## src/rtl/merger_pkg.sv

```systemverilog
package merger_pkg;
  typedef struct packed {
    logic ws;
    logic left;
    logic right;
  } lane_t;
endpackage

```

## src/rtl/mrg_capture.sv

```systemverilog
module mrg_capture
  import merger_pkg::*;
(
  input  logic  clk,
  input  logic  rst,
  input  logic  ws_i,
  input  logic  l_i,
  input  logic  r_i,
  output lane_t q
);
  // rising-edge capture of the incoming lines
  always_ff @(posedge clk) begin
    if (rst) q <= '0;
    else     q <= '{ws: ws_i, left: l_i, right: r_i};
  end
endmodule

```

## src/rtl/mrg_delay.sv

```systemverilog
module mrg_delay #(
  parameter int DEPTH = 32
) (
  input  logic clk,
  input  logic rst,
  input  logic d,
  output logic q
);
  logic [DEPTH-1:0] sr;

  generate
    if (DEPTH == 1) begin : g_single
      always_ff @(posedge clk) begin
        if (rst) sr <= '0;
        else     sr <= d;
      end
    end else begin : g_chain
      always_ff @(posedge clk) begin
        if (rst) sr <= '0;
        else     sr <= {sr[DEPTH-2:0], d};
      end
    end
  endgenerate

  assign q = sr[DEPTH-1];
endmodule

```

## src/rtl/mrg_tracker.sv

```systemverilog
module mrg_tracker #(
  parameter int HALF_BITS = 32,
  parameter int POS_W     = $clog2(HALF_BITS),
  parameter int FRAME     = 2 * HALF_BITS,
  parameter int CNT_W     = $clog2(FRAME + 1)
) (
  input  logic             clk,
  input  logic             rst,
  input  logic             ws,
  output logic [POS_W-1:0] pos,
  output logic             warm
);
  logic             ws_p;
  logic [POS_W-1:0] pos_r;
  logic [CNT_W-1:0] cnt;

  // bit position within the current half, restarted on any select change
  assign pos  = (ws != ws_p) ? '0 : pos_r + 1'b1;
  assign warm = (cnt == CNT_W'(FRAME));

  always_ff @(posedge clk) begin
    if (rst) begin
      ws_p  <= 1'b0;
      pos_r <= '0;
      cnt   <= '0;
    end else begin
      ws_p  <= ws;
      pos_r <= pos;
      if (!warm) cnt <= cnt + 1'b1;
    end
  end
endmodule

```

## src/rtl/dual_line_merger.sv

```systemverilog
module dual_line_merger #(
  parameter int HALF_BITS = 32,
  parameter int IN_BITS   = 18,
  parameter int OUT_BITS  = 24
) (
  input  logic clk,
  input  logic rst,
  input  logic ws_i,
  input  logic l_i,
  input  logic r_i,
  output logic sd_o,
  output logic ws_o
);
  import merger_pkg::*;

  localparam int PAD   = OUT_BITS - IN_BITS;
  localparam int LEAD  = HALF_BITS - IN_BITS;
  localparam int POS_W = $clog2(HALF_BITS);

  lane_t            cap;
  logic             r_late;
  logic             ws_late;
  logic [POS_W-1:0] pos;
  logic             warm;
  logic             in_win;
  logic             bit_nxt;
  logic             ws_nxt;

  mrg_capture u_cap (
    .clk  (clk),
    .rst  (rst),
    .ws_i (ws_i),
    .l_i  (l_i),
    .r_i  (r_i),
    .q    (cap)
  );

  // right line held back one half-frame
  mrg_delay #(.DEPTH(HALF_BITS)) u_rdly (
    .clk (clk),
    .rst (rst),
    .d   (cap.right),
    .q   (r_late)
  );

  // select held back by the pad width
  mrg_delay #(.DEPTH(PAD)) u_wdly (
    .clk (clk),
    .rst (rst),
    .d   (cap.ws),
    .q   (ws_late)
  );

  mrg_tracker #(.HALF_BITS(HALF_BITS)) u_trk (
    .clk  (clk),
    .rst  (rst),
    .ws   (cap.ws),
    .pos  (pos),
    .warm (warm)
  );

  assign in_win  = (pos >= POS_W'(LEAD));
  assign bit_nxt = warm && in_win && (ws_late ? cap.left : r_late);
  assign ws_nxt  = warm && ws_late;

  // launch on the falling edge
  always_ff @(negedge clk) begin
    if (rst) begin
      sd_o <= 1'b0;
      ws_o <= 1'b0;
    end else begin
      sd_o <= bit_nxt;
      ws_o <= ws_nxt;
    end
  end
endmodule

```

## config.mk

```make
export PLATFORM = sky130hd
export DESIGN_NAME = dual_line_merger
export DESIGN_NICKNAME = d
export VERILOG_FILES = /design/src/rtl/merger_pkg.sv /design/src/rtl/mrg_capture.sv /design/src/rtl/mrg_delay.sv /design/src/rtl/mrg_tracker.sv /design/src/rtl/dual_line_merger.sv
export SDC_FILE = /design/constraint.sdc
export NUM_CORES = 1
export LEC_CHECK = 0
export BUFFER_PORTS_ARGS = -buffer_cell sky130_fd_sc_hd__buf_4
export CORE_MARGIN = 2
export CORE_UTILIZATION = 52
export CTS_BUF_LIST = sky130_fd_sc_hd__clkbuf_4 sky130_fd_sc_hd__clkbuf_8 sky130_fd_sc_hd__clkbuf_16
export CTS_CLUSTER_SIZE = 20
export DETAILED_ROUTE_END_ITERATION = 16
export HOLD_SLACK_MARGIN = 0.08
export PLACE_DENSITY = 0.81
export SLEW_MARGIN = 20
export SYNTH_ARGS = -nofsm -noshare
export SYNTH_HDL_FRONTEND = slang
export SYNTH_SLANG_ARGS = --single-unit
```

## constraint.sdc

```tcl
create_clock -name clk -period 1.33 [get_ports clk]
set_input_delay 0.1995 -clock clk [delete_from_list [all_inputs] [get_ports clk]]
set_output_delay 0.1995 -clock clk [all_outputs]
set_load 0.1 [all_outputs]
```

== After elaboration in Yosys (flattened, before gate mapping) ==
Index checks and enable logic that the tools add are counted.
W data, S select, Z words.
Word-level totals
  register bits after elaboration: 56
  logic and storage cells: 20
Operators by class
  eq/ne operators: 2
  $lt $le $gt $ge: 1
  reduce and logical (&&, ||, !) cells: 3
  add/subtract/negate cells: 2
  muxes and demuxes: 2
Operator list (count)
  $add A7 B1 Y7 const B: 1
  $eq A7 B7 Y1 const B: 1
  $add A5 B1 Y5 const B: 1
  $ge A5 B4 Y1 const B: 1
  $mux W5: 1
  $logic_and A1 B1 Y1: 3
  $mux W1: 1
  $ne A1 B1 Y1: 1

== Logic depth before layout (Yosys ltp) ==
  depth in word-level cells: 5
  depth in mapped cells: 5
  mapped depth without buffers: 5

== Hierarchy ==
From an unflattened synthesis, not the netlist that was laid out.
Unflattened totals
  cell total of the unflattened synthesis: 156
  area, all modules: 1773.0 µm²
Modules (own cells, without submodules)
  mrg_delay at u_rdly: cells each 67, area each 863.3 µm², times used 1
  mrg_tracker: cells each 64, area each 588.1 µm², times used 1
  mrg_delay at u_wdly: cells each 12, area each 157.7 µm², times used 1
  dual_line_merger: cells each 7, area each 85.1 µm², times used 1
  mrg_capture: cells each 6, area each 78.8 µm², times used 1

==> run_results.csv <==
group,metric,value,unit
outcome,status,"finished, violations left",
die,dieHeight,61.75,µm
synthesis,synthCells,147,
synthesis,synth-seq-area-share,63.49,%
layout,post-route-util,69.52,%
setup_path,end_kind,"register",
power_and_ir_drop,clockPowerShare,27.9,%
setup_path,worst_setup_path_start_kind,"register",
route,vias,979,
clock_network,clk_latency,0.40,ns
clock_network,clock-sinks,55,
power_and_ir_drop,p_sw,592.7,µW
place,gp_congestion,0.8020,
synthesis,syn_area_per_cell,11.80,µm²
setup_path,startpoint,"u_trk.pos_r[1]",
global_routing,track_usage,16.07,%
place,portBuffers,6,
run,drv_cap,0,
sta,final_max_slew_viol_count,0,
layout,nets,182,
clock_network,cts_made_buffers,5,
hold_path,min_path_type,"primary input to register",
global_routing,grt_pass1_wl,4.250,mm
power_and_ir_drop,p_seq_share,66.2,%
clock_network,clockRootBuffer,"clkbuf_4",
die,dieWidth,61.75,µm
layout,fillers,237,
sta,hold_violations,0,
route,wl,2.541,mm
synthesis,synth_seq_cells,55,
layout,diodes,0,
sta,rsz0062_at_grt,"true",
synthesis,ys_warn_count,0,
power_and_ir_drop,ir_drop,0.9203,mV
clock_network,cts_tree,"yes",
global_routing,overflow,0,
layout,area_delta_synth_final,24.39,%
setup_path,crit_fanout,2,
power_and_ir_drop,comb_power_share,5.9,%
power_and_ir_drop,p_leak,0.8829,nW
route,drt_iter0_drc,35,
global_routing,grt_pass1_vias,993,
power_and_ir_drop,cellPowerDensity,1183,nW/µm²
outcome,violations,"negative setup slack",
power_and_ir_drop,p_int,1.958,mW
synthesis,post-synth-top-area-cell,"dfxtp_1",
route,vias_per_cell,4.491,
clock_network,clock_path_buffers,2,
clock_network,htree_levels,2,
die,floorplan.initialDensity,55.89,%
route,wl_per_cell,11.66,µm
die,rows,20,
sta,fin_skew,0.05698,ns
sta,fin_tns_setup,-2.319,ns
route,first_pass_iters,2,
setup_path,worstReg2RegStart,"u_trk.pos_r[1]",
die,num_io_pins,7,
synthesis,synth.distinct_cells,22,
power_and_ir_drop,p_sw_share,23.23,%
global_routing,grt_max_degree,47,
sta,worst_pin_slew,0.4225,ns
hold_path,hp-start,"rst",
sta,finalSetupViolCount,9,
setup_path,critPathKind,"register to register",
synthesis,netlist.area_leader.share,63.49,%
layout,drive_above_1_share,28.74,%
setup_path,arrival,1.56,ns
clock_network,clkTransAtPathRegs,0.15,ns
global_routing,antenna_found_initial,0,
route,drc,0,
sta,worst_slack,-0.5828,ns
synthesis,synth_nets,155,
die,die-area,3813,µm²
place,dpl.hpwl,1.618,mm
die,core,3103,µm²
synthesis,synth.area.top_cells,"dfxtp_1 63%, nor2b_1 15%, nor2_1 2.6%",
synthesis,synth_area,1734,µm²
setup_path,cp.required,0.97,ns
sta,slew_headroom,71.83,%
route,drtAntennaViolNets,0,
-- power groups by stage --
| stage | registers (mW) | clock network, mW | logic (mW) |
|---|---|---|---|
| after floorplan | 1.73 | 0.0141 | 0.0749 |
| after detailed placement | 1.73 | 0.0141 | 0.128 |
| after CTS | 1.69 | 0.745 | 0.149 |
| after global routing | 1.69 | 0.819 | 0.165 |
| final | 1.69 | 0.712 | 0.150 |
| after global placement | 1.72 | 0.0141 | 0.117 |
-- routing by layer --
metal | vias up | part of all wire [%] | track usage, %
met4 | 0 | 1.4 | 8.207
met3 | 4 | 2.6 | 4.969
met2 | 13 | 51 | 27.07
li1 | 508 | - | -
met5 | - | 0 | 0
met1 | 454 | 45 | 18.42
-- per-stage QoR --
step                hold slack (ns)  instance area, µm²  power, mW  instances  setup WS, ns
finish                       0.1985                2157      2.551        218       -0.5828
global route                 0.2185                2157      2.678        218       -0.6359
CTS                          0.1893                2133      2.585        217       -0.5987
detailed placement           0.4253                1944      1.868        205       -0.5961
global placement             0.4131                1944      1.855        205       -0.5695
floorplan                    0.3277                1767      1.815        147       -0.5448
-- registers in the layout, indices dropped and copies added, names as in the netlist --
name         count
u_wdly.sr        6
u_rdly.sr       32
u_trk.cnt        7
sd_o             1
u_trk.pos_r      5
u_cap.q          3
ws_o             1
-- cells in the mapped netlist (all sizes together) --
master,number
nor3b,1
xnor2,5
a2111oi,1
xor2,5
nor4b,1
mux2i,2
dfxtp,55
nand3b,1
nand4b,1
inv,4
nor2,12
nor2b,42
nand2b,3
nand2,1
ha,3
clkbuf,4
and3,1
nand3,4
buf,1
-- path summary, 6_finish.rpt --
path	end	slack [ns]	depth (start not counted)
setup reg to reg	sd_o	-0.58	5
hold reg to reg	u_rdly.sr[29]	0.44	1
hold / removal	u_trk.pos_r[1]	0.20	3
setup / recovery	sd_o	-0.58	5
-- timing repair --
action                                 4_1_cts  5_1_grt
pin swaps                                    6        3
setup buffers                                1        1
setup endpoints to repair                    6       10
endpoints found under the hold margin        3        0
hold buffers                                 3        0
resized for setup                           17        6
-- logic make-up (layout without fill, tap and decap cells) --
group / count (synthesis) / after routing / synth area share [%]
AO/OA/AOI/OAI: 1 / 1 / 1.588
XOR/XNOR: 10 / 10 / 5.483
adder cells (fa/ha/maj): 3 / 3 / 2.165
buffers and inverters: 9 / 36 / 2.019
flip-flops: 55 / 55 / 63.49
multiplexers: 2 / 2 / 1.154
AND/OR/NAND/NOR: 67 / 67 / 24.10
-- placed cells by master, fill, tap and decap left out, drive strengths merged --
cell | netlist | final
a2111oi | 1 | 1
and3 | 1 | 1
buf | 1 | 21
clkbuf | 4 | 5
clkinvlp | 0 | 1
dfxtp | 55 | 55
dlygate4sd3 | 0 | 3
ha | 3 | 3
inv | 4 | 6
mux2i | 2 | 2
nand2 | 1 | 1
nand2b | 3 | 3
nand3 | 4 | 4
nand3b | 1 | 1
nand4b | 1 | 1
nor2 | 12 | 12
nor2b | 42 | 42
nor3b | 1 | 1
nor4b | 1 | 1
xnor2 | 5 | 5
xor2 | 5 | 5
-- layout make-up --
cell class	count	area, µm²	share of cell area [%]
sequential	55	1117	51.80
inverter	3	11.26	0.5220
multi-input combinational	83	688.2	31.90
clock inverter	4	23.77	1.102
timing repair buffer	24	224.0	10.38
tap	44	55.05	2.552
clock buffer	5	37.54	1.740
-- critical path, stage by stage (launching register included) --
cell	delay, ns
dfxtp_4	0.39
ha_4	0.16
nand3_2	0.07
xor2_1	0.16
nand2b_4	0.15
a2111oi_4	0.26
Note: power is estimated with default switching activity, not from simulation.
